`src/rtl/uart_evt_irq.sv`:
```
module uart_evt_irq #(
  parameter int AW          = 2,
  parameter int STATUS_ADDR = 0,
  parameter int MASK_ADDR   = 1
) (
  input  logic          clk,
  input  logic          rst_n,
  input  logic          tx_push,
  input  logic          tx_pop,
  input  logic          tx_full,
  input  logic          tx_empty,
  input  logic          rx_push,
  input  logic          rx_pop,
  input  logic          rx_full,
  input  logic          rx_empty,
  input  logic          rx_start,
  input  logic          rx_shift_pending,
  input  logic          reg_we,
  input  logic [AW-1:0] reg_waddr,
  input  logic [5:0]    reg_wdata,
  input  logic [AW-1:0] reg_raddr,
  output logic [5:0]    reg_rdata,
  output logic          irq
);
  localparam logic [AW-1:0] ST_A = AW'(STATUS_ADDR);
  localparam logic [AW-1:0] MK_A = AW'(MASK_ADDR);

  logic [5:0] status_q, mask_q, set_v, clr_v;
  logic       txf_q, txe_q, rxf_q, rxe_q;

  always_ff @(posedge clk or negedge rst_n)
    if (!rst_n) begin
      txf_q <= 1'b0;
      rxf_q <= 1'b0;
      txe_q <= 1'b1;
      rxe_q <= 1'b1;
    end else begin
      txf_q <= tx_full;
      rxf_q <= rx_full;
      txe_q <= tx_empty;
      rxe_q <= rx_empty;
    end

  assign set_v = {rx_start & rx_shift_pending,
                  tx_push  & tx_full  & ~txf_q,
                  tx_pop   & tx_empty & ~txe_q,
                  rx_push  & rx_full  & ~rxf_q,
                  rx_pop   & rx_empty & ~rxe_q,
                  rx_push};

  assign clr_v = (reg_we && reg_waddr == ST_A) ? reg_wdata : 6'd0;

  always_ff @(posedge clk or negedge rst_n)
    if (!rst_n) begin
      status_q <= 6'd0;
      mask_q   <= 6'd0;
    end else begin
      status_q <= (status_q & ~clr_v) | set_v;
      if (reg_we && reg_waddr == MK_A) mask_q <= reg_wdata;
    end

  always_comb
    if (reg_raddr == ST_A)      reg_rdata = status_q;
    else if (reg_raddr == MK_A) reg_rdata = mask_q;
    else                        reg_rdata = 6'd0;

  assign irq = |(status_q & mask_q);
endmodule


```
`config.mk`:
```
export PLATFORM = sky130hd
export DESIGN_NAME = uart_evt_irq
export DESIGN_NICKNAME = d
export VERILOG_FILES = /design/src/rtl/uart_evt_irq.sv
export SDC_FILE = /design/constraint.sdc
export NUM_CORES = 1
export LEC_CHECK = 0
export BUFFER_PORTS_ARGS = -buffer_cell sky130_fd_sc_hd__buf_2
export CORE_MARGIN = 4
export CORE_UTILIZATION = 48
export CTS_BUF_LIST = sky130_fd_sc_hd__clkbuf_8
export CTS_CLUSTER_DIAMETER = 120
export DETAILED_ROUTE_END_ITERATION = 12
export HOLD_SLACK_MARGIN = 0.08
export PLACE_DENSITY = 0.84
export REMOVE_ABC_BUFFERS = 1
export SYNTH_ARGS = -nofsm -noshare
export SYNTH_HDL_FRONTEND = slang
export SYNTH_SLANG_ARGS = --single-unit
```
`constraint.sdc`:
```
create_clock -name clk -period 1.3 [get_ports clk]
set_clock_uncertainty 0.15 [all_clocks]
set_input_delay 0.39 -clock clk [delete_from_list [all_inputs] [get_ports clk]]
set_output_delay 0.39 -clock clk [all_outputs]
set_load 0.01 [all_outputs]
```
==> metrics.yaml, run 1 <==
detailed_routing:
  vias: 621
  met1Wirelength_um: 741
  dr.pass1.iters: 4
  drtIter0Drc: 7
  top_layer: "met4"
  wl_met3_um: 149
  wirelength_mm: 1.801
  viasPerCell: 5.447
  wl_met2_um: 871
  final_antenna_net_count: 0
  avgRoutedWirePerCell_um: 15.80
  drcViolationCount: 0
place:
  place_area_sq_um: 913.4
  hpwl_mm: 1.312
  port_buffers: 29
  gp_congestion: 0.7671
timing:
  rsz0062_at_grt: "yes"
  fmax_mhz: 614.7
  setup_ws_ns: -0.3268
  finalHoldViolations: 0
  worst_pin_slew_ns: 0.3513
  maxSlewHeadroom: 0.7658
  drv_slew: 0
  min_period_ns: 1.627
  setup_violations: 7
  period_share: 1.251
setup_path:
  worstSetupPathType: "flop to output pin"
  rrSetupSlack_ns: 0.12
  crit_path_max_incr_delay_ns: 0.41
  rr_worst_depth: 3
  worstPathCellList: "a22oi_2, nand3_1, buf_2"
  cpMaxStageDelayCell: "dfrtp_1"
  arrival_ns: 1.09
  cp.required_ns: 0.76
  path_max_fanout: 3
  cp-end-kind: "output pin"
  cp-start-kind: "flop"
power_and_ir_drop:
  p_total_mw: 1.288
  ir_drop_v: 0.0008450
  p_per_area_mw_per_mm2: 1259
  cellLeakagePower_nw: 0.5231
layout:
  final_common_cell: "buf_2"
  seq_area_sq_um: 402.9
  syn2layout_area_growth_pct: 37.02
  drive_gt1_frac: 0.5354
  final_cell_mix: "buf_2 (28), dfrtp_1 (14), buf_4 (7)"
  multiInputGateArea_sq_um: 339.1
  finish.instance_area_sq_mm: 0.001023
  nets: 123
  fillers: 104
  antenna_cells: 0
clocking:
  clkSinkCount: 16
  cts_made_buffers: 3
  insertion_delay_ns: 0.25
  cts_max_level: 1
  cts_root_buffer: "clkbuf_8"
  cts_buffer_depth: 2
  clkTransAtPathRegs_ns: 0.06
  cts_tree: "done"
outcome:
  violations: "setup timing"
  run_status: "complete, but fails checks"
die:
  die_h_um: 47.45
  ios: 30
  row_count: 13
  start_util: 0.5403
  core-area_sq_mm: 0.001383
  dieArea_sq_mm: 0.002252
  die_w_um: 47.45
worst_hold_path:
  hp-class: "input pin to flop"
  whs_path_depth: 1
yosys:
  avgSynthCellArea_sq_um: 12.45
  synthCells: 60
  syn-cell-area_sq_um: 747.0
  ys_seq_elements: 16
  yosysWarnings: 0
  ys_types: 17
  ys_seq_area_frac: 0.5394
global_route:
  grt_pass1_wl_mm: 2.898
  grt_start_max_net_pins: 17
  grt.overflow.total: 0
  grt_pass1_vias: 664
  grt_use_total: 0.1958
  antenna_found_initial: 0
flow_run:
  max_cap_viol_count: 0
cell families (layout without fill, tap and decap cells):
kind of cell | after synthesis | count (layout) | share of synthesized area
buffers and inverters | 5 | 44 | 0.02679
AO/OA/AOI/OAI | 9 | 9 | 0.08543
AND/OR/NAND/NOR | 18 | 18 | 0.1775
flip-flops | 16 | 16 | 0.5394
multiplexers | 12 | 12 | 0.1709
sequential cells by signal (all words and copies together), names as in the netlist:
register  count
txf_q         1
txe_q         1
status_q      6
rxf_q         1
rxe_q         1
mask_q        6
layout make-up:
| type | instances | area share |
|---|---|---|
| timing repair buffer | 36 | 0.1980 |
| inverter | 4 | 0.01467 |
| clock buffer | 3 | 0.04034 |
| sequential | 16 | 0.3936 |
| multi-input combinational | 39 | 0.3313 |
| clock inverter | 1 | 0.003667 |
| tap | 15 | 0.01834 |
metrics by stage:
stage	hold WS, ns	instances	TNS (ns)	util	worst slack, ns
6_report	0.1033	114	-1.628	0.7403	-0.3268
3_5_place_dp	0.1662	104	-1.491	0.6606	-0.2172
5_1_grt	0.09963	114	-1.999	0.7403	-0.3804
2_1_floorplan	-0.05559	59	0	-	0.08663
4_1_cts	0.1013	113	-1.567	0.7276	-0.3192
3_3_place_gp	0.1635	104	-1.263	0.6606	-0.2013
metal layers:
layer  vias to the layer above  track usage
met3                         5      0.03383
met5                         -            0
met1                       285       0.2476
li1                        301            -
met2                        30       0.3209
met4                         0      0.09945
synthesized netlist by cell type:
cell type | count | area, sq um
a21o_1 | 1 | 7.510
a22o_1 | 1 | 8.760
a22oi_1 | 3 | 22.52
and4bb_2 | 3 | 37.54
buf_2 | 1 | 5.000
dfrtp_1 | 14 | 350.3
dfstp_2 | 2 | 52.55
inv_1 | 4 | 15.01
mux2_2 | 6 | 67.56
mux2i_1 | 6 | 60.06
nand2_1 | 4 | 15.01
nand3_1 | 1 | 5.000
nand3b_4 | 1 | 20.02
nand4bb_1 | 2 | 22.52
nor2_1 | 6 | 22.52
nor4bb_1 | 1 | 10.01
o22ai_1 | 4 | 25.02
timing repair:
action                     in CTS  in global routing
setup endpoints to repair       7                  7
cloned                          0                  0
hold buffers                    1                  0
hold endpoints to repair       14                  0
setup buffers                   4                  1
resized for setup               2                  2
pin swaps                       1                  2
final timing paths:
kind	from	end
min in group asynchronous	rst_n	mask_q[0]$_DFFE_PN0P_
max in group asynchronous	rst_n	txe_q$_DFF_PN1_
setup reg to reg	mask_q[5]$_DFFE_PN0P_	mask_q[5]$_DFFE_PN0P_
hold reg to reg	txf_q$_DFF_PN0_	status_q[4]$_DFF_PN0_
setup / recovery	mask_q[1]$_DFFE_PN0P_	irq
hold / removal	tx_empty	txe_q$_DFF_PN1_
critical path, delay by kind of cell, from the launching register on:
kind	cells	cell delay (ns)
and+or+nand+nor	1	0.09
AOI/OAI and AO/OA	1	0.20
DFF	1	0.41
buffers and inverters	1	0.14
where the power goes:
group	leakage, nW	switching (mW)	internal (mW)
clock network	0.0269	0.160	0.209
logic	0.320	0.122	0.170
registers	0.176	0.0602	0.566
(Power assumes the default switching activity.)
==> run 2, diff against run 1 <==
--- a/config.mk
+++ b/config.mk
@@ -5,7 +5,7 @@
 export SDC_FILE = /design/constraint.sdc
 export NUM_CORES = 1
 export LEC_CHECK = 0
-export BUFFER_PORTS_ARGS = -buffer_cell sky130_fd_sc_hd__buf_2
+export BUFFER_PORTS_ARGS = -buffer_cell sky130_fd_sc_hd__buf_4
 export CORE_MARGIN = 4
 export CORE_UTILIZATION = 48
 export CTS_BUF_LIST = sky130_fd_sc_hd__clkbuf_8
==> run 2 against run 1 <==
  * The run still ends with setup timing left
  * Power rose by 3.6%
  * Clock-buffer cell count rose by 1
  * Combinational power fell by 3%
  * Sequential share of layout area fell by 1.3 points
  * Clock power rose by 17%
  * Non-clock buffer count fell by 5
  * Die area did not move
  * Global-route usage fell by 1.6 points
==> metrics.yaml, run 2 (synthesis gave the netlist of run 1 again) <==
die:
  die_h_um: 47.45
  start_util: 0.5403
  row_count: 13
  core-area_sq_mm: 0.001383
  ios: 30
  die_w_um: 47.45
  dieArea_sq_mm: 0.002252
timing:
  rsz0062_at_grt: "yes"
  period_share: 1.247
  fmax_mhz: 616.9
  drv_slew: 0
  setup_violations: 7
  worst_pin_slew_ns: 0.2417
  setup_ws_ns: -0.3210
  maxSlewHeadroom: 0.8367
  min_period_ns: 1.621
  finalHoldViolations: 0
place:
  port_buffers: 29
  hpwl_mm: 1.247
  dp.cells: 103
  gp_congestion: 0.7442
clocking:
  cts_buffer_depth: 2
  cts_made_buffers: 3
  clkSinkCount: 16
  cts_tree: "done"
  cts_max_level: 1
  insertion_delay_ns: 0.24
  clkTransAtPathRegs_ns: 0.07
  cts_root_buffer: "clkbuf_8"
global_route:
  grt_pass1_wl_mm: 2.766
  antenna_found_initial: 0
  grt_start_max_net_pins: 17
  grt_pass1_vias: 643
  grt.overflow.total: 0
  grt_use_total: 0.1797
detailed_routing:
  final_antenna_net_count: 0
  avgRoutedWirePerCell_um: 15.61
  drtIter0Drc: 7
  wirelength_mm: 1.702
  drcViolationCount: 0
  viasPerCell: 5.615
  dr.pass1.iters: 4
  vias: 612
setup_path:
  cp-start-kind: "flop"
  cp-end-kind: "output pin"
  worstSetupPathType: "flop to output pin"
  cpMaxStageDelayCell: "dfrtp_1"
  cp.required_ns: 0.76
  rrSetupSlack_ns: 0.24
  crit_path_max_incr_delay_ns: 0.40
  path_max_fanout: 3
  arrival_ns: 1.08
  worstPathCellList: "a22oi_1, nand3_1, buf_6"
layout:
  syn2layout_area_growth_pct: 41.88
  final_cell_mix: "buf_4 (29), dfrtp_1 (14), mux2i_1 (6), nor2_1 (6), mux2_2 (6)"
  reg_top3: "mask_q (6), status_q (6)"
  final_common_cell: "buf_4"
  layout.cells.non_filler: 109
  antenna_cells: 0
  nets: 118
  drive_gt1_frac: 0.5000
power_and_ir_drop:
  p_per_area_mw_per_mm2: 1259
  p_total_mw: 1.334
  ir_drop_v: 0.0007740
  cellLeakagePower_nw: 0.5249
outcome:
  run_status: "complete, but fails checks"
  violations: "setup timing"
flow_run:
  max_cap_viol_count: 0
worst_hold_path:
  hp-class: "input pin to flop"
[run 2: layer usage]
layer  wire (um)  up-vias  global-route usage
met1         714      300              0.2203
met3         128        2             0.03759
met4          12        0             0.08287
met2         846       23              0.3021
met5           0        -                   0
li1            -      287                   -
[run 2: power breakdown]
part | switching, mW | total [mW] | internal (mW)
clock | 0.165 | 0.433 | 0.268
sequential | 0.0510 | 0.617 | 0.566
combinational | 0.114 | 0.284 | 0.170
[run 2: layout make-up]
type / count / area (sq um)
sequential: 16 / 402.9
multi-input combinational: 39 / 329.1
fill: 102 / 322.8
timing repair buffer: 31 / 239.0
clock buffer: 4 / 55.05
tap: 15 / 18.77
inverter: 4 / 15.01
[run 2: path summary, 6_finish.rpt]
check / depth (start not counted) / endpoint / startpoint
max in group asynchronous: 2 / rxe_q$_DFF_PN1_ / rst_n
worst max register to register: 2 / mask_q[5]$_DFFE_PN0P_ / mask_q[5]$_DFFE_PN0P_
worst min-delay path: 1 / txf_q$_DFF_PN0_ / tx_full
worst max-delay path: 3 / irq / status_q[4]$_DFF_PN0_
min in group asynchronous: 2 / status_q[0]$_DFF_PN0_ / rst_n
worst min register to register: 1 / status_q[4]$_DFF_PN0_ / txf_q$_DFF_PN0_
[run 2: worst max-delay path: cells and delay by family (launching register included)]
family          cells  cell delay [ns]
flops               1             0.40
compound gates      1             0.19
buf+inv             1             0.13
simple gates        1             0.11
[run 2: timing repair]
item	CTS	global route
hold buffers	1	0
cloned	0	0
resized for setup	1	1
setup buffers	1	0
setup endpoints to repair	7	7
endpoints found under the hold margin	16	0
pin swaps	1	0
[run 2: per-stage QoR]
stage | hold WS (ns) | worst slack (ns) | cell area [sq um] | TNS (ns) | utilization
5_1_grt | 0.09606 | -0.3587 | 1060 | -2.045 | 0.7665
6_report | 0.1046 | -0.3210 | 1060 | -1.608 | 0.7665
4_1_cts | 0.1026 | -0.3168 | 1056 | -1.632 | 0.7638
3_5_place_dp | 0.1081 | -0.1692 | 978.4 | -1.021 | 0.7077
3_3_place_gp | 0.1088 | -0.1504 | 978.4 | -0.9594 | 0.7077
2_1_floorplan | -0.05559 | 0.08663 | 742.0 | 0 | -
==> run 3, diff against run 2 <==
--- a/config.mk
+++ b/config.mk
@@ -13,7 +13,7 @@
 export DETAILED_ROUTE_END_ITERATION = 12
 export HOLD_SLACK_MARGIN = 0.08
 export PLACE_DENSITY = 0.84
-export REMOVE_ABC_BUFFERS = 1
+export SETUP_SLACK_MARGIN = 0.1
 export SYNTH_ARGS = -nofsm -noshare
 export SYNTH_HDL_FRONTEND = slang
 export SYNTH_SLANG_ARGS = --single-unit
==> run 3 against run 2 <==
  * The run still ends with setup timing left
  * Combinational power grew 31%
  * Wire length increased by 25%
  * Critical path depth is the same
  * Highest routed layer unchanged
==> metrics.yaml, run 3 (synthesis gave the netlist of run 1 again) <==
place:
  dp.cells: 110
  place_ws_ns: -0.1796
  port_buffers: 29
  place_area_sq_mm: 0.001031
  gp_congestion: 0.7909
  hpwl_mm: 1.377
global_route:
  grt_start_max_net_pins: 17
  grt_use_total: 0.2085
  grt.overflow.total: 0
  grt_pass1_wl_mm: 3.132
  antenna_found_initial: 0
  grt_pass1_vias: 700
detailed_routing:
  final_antenna_net_count: 0
  avgRoutedWirePerCell_um: 17.96
  drcViolationCount: 0
  vias: 647
  wirelength_mm: 2.119
  dr.pass1.iters: 4
  viasPerCell: 5.483
  drtIter0Drc: 9
timing:
  setup_ws_ns: -0.3543
  fmax_mhz: 604.5
  drv_slew: 0
  period_share: 1.273
  min_period_ns: 1.654
  setup_violations: 7
  finalHoldViolations: 0
  worst_pin_slew_ns: 0.2480
  rsz0062_at_grt: "yes"
  maxSlewHeadroom: 0.8324
worst_hold_path:
  hp-class: "input pin to flop"
  hold_path_end: "rxf_q$_DFF_PN0_"
  hold_start: "rx_full"
  whs_path_depth: 1
clocking:
  cts_max_level: 1
  clkTransAtPathRegs_ns: 0.07
  cts_buffer_depth: 2
  cts_root_buffer: "clkbuf_8"
  insertion_delay_ns: 0.25
  cts_made_buffers: 3
  clkSinkCount: 16
  cts_tree: "done"
layout:
  finish.instance_area_sq_mm: 0.001137
  final_cell_mix: "buf_4 (34), dfrtp_1 (14), mux2i_1 (6), nor2_1 (6), mux2_2 (6)"
  final_common_cell: "buf_4"
  post-route-util: 0.8226
  seq_area_sq_um: 402.9
  reg_top3: "mask_q (6), status_q (6)"
  antenna_cells: 0
  nets: 127
  layout.cells.non_filler: 118
  drive_gt1_frac: 0.5437
  fillers: 91
  syn2layout_area_growth_pct: 52.26
  multiInputGateArea_sq_um: 334.1
outcome:
  run_status: "complete, but fails checks"
  violations: "setup timing"
die:
  die_w_um: 47.45
  row_count: 13
  start_util: 0.5403
  core-area_sq_mm: 0.001383
  dieArea_sq_mm: 0.002252
  ios: 30
  die_h_um: 47.45
setup_path:
  rrSetupSlack_ns: 0.14
  r2r_start: "mask_q[1]$_DFFE_PN0P_"
  worstSetupPathType: "flop to output pin"
  path_max_fanout: 2
  cp-start-kind: "flop"
  cp-end-kind: "output pin"
  rr_worst_depth: 3
  timing.rr.end: "mask_q[1]$_DFFE_PN0P_"
  arrival_ns: 1.11
  cp.required_ns: 0.76
power_and_ir_drop:
  switching_share: 0.2694
  power_switching_mw: 0.3702
  cellLeakagePower_nw: 0.5706
  p_comb_frac: 0.270
  p_per_area_mw_per_mm2: 1208
  p_int_mw: 1.004
  pwr-share-seq: 0.455
  ir_drop_v: 0.0008614
  p_clk_frac: 0.275
yosys:
  synth_nets: 83
flow_run:
  max_cap_viol_count: 0
==> run 3: cell type report <==
class	count	area share
clock buffer	3	0.03630
clock inverter	1	0.003300
inverter	4	0.01320
multi-input combinational	39	0.2937
sequential	16	0.3542
tap	15	0.01650
timing repair buffer	40	0.2827
==> run 3: power by group through the flow <==
stage / clock network [mW] / registers, mW / logic (mW)
after floorplan: 0 / 0.607 / 0.141
final: 0.378 / 0.625 / 0.371
after global placement: 0 / 0.615 / 0.303
after detailed placement: 0 / 0.617 / 0.314
after global routing: 0.403 / 0.632 / 0.398
after CTS: 0.380 / 0.617 / 0.344
==> run 3: worst max-delay path by stage <==
stage                     startpoint            to  slack, ns  depth (start not counted)
2_1_floorplan           reg_raddr[0]  reg_rdata[0]      -0.03                          3
3_5_place_dp            reg_raddr[0]  reg_rdata[3]      -0.18                          4
6_report       status_q[1]$_DFF_PN0_           irq      -0.35                          3
4_1_cts        status_q[1]$_DFF_PN0_           irq      -0.34                          3
3_3_place_gp            reg_raddr[0]  reg_rdata[0]      -0.16                          4
5_1_grt        status_q[4]$_DFF_PN0_  reg_rdata[4]      -0.40                          4
==> run 3: through the flow <==
step	setup TNS [ns]	hold WS (ns)	total power, mW
2_1_floorplan	-0.1073	-0.05559	0.7483
3_3_place_gp	-0.9914	0.1087	0.9181
3_5_place_dp	-1.096	0.1118	0.9310
4_1_cts	-1.916	0.1037	1.340
5_1_grt	-2.395	0.09901	1.433
6_report	-2.067	0.1021	1.374
==> run 3: critical path: stages (launching register included) <==
cell     delay (ns)
dfrtp_1        0.40
a22oi_2        0.20
nand3_1        0.12
buf_6          0.14
==> run 3: repair_timing <==
| item | in CTS | in global routing |
|---|---|---|
| gates resized for setup | 4 | 3 |
| setup endpoints to repair | 7 | 7 |
| pin swaps | 3 | 1 |
| hold buffers | 1 | 0 |
| hold endpoints to repair | 14 | 0 |
| setup buffers | 1 | 2 |
==> run 3: metal layers <==
| metal | part of all wire | vias up | track usage |
|---|---|---|---|
| li1 | - | 308 | - |
| met1 | 0.40 | 309 | 0.2289 |
| met2 | 0.51 | 24 | 0.3610 |
| met3 | 0.069 | 6 | 0.05263 |
| met4 | 0.021 | 0 | 0.1215 |
| met5 | 0 | - | 0 |
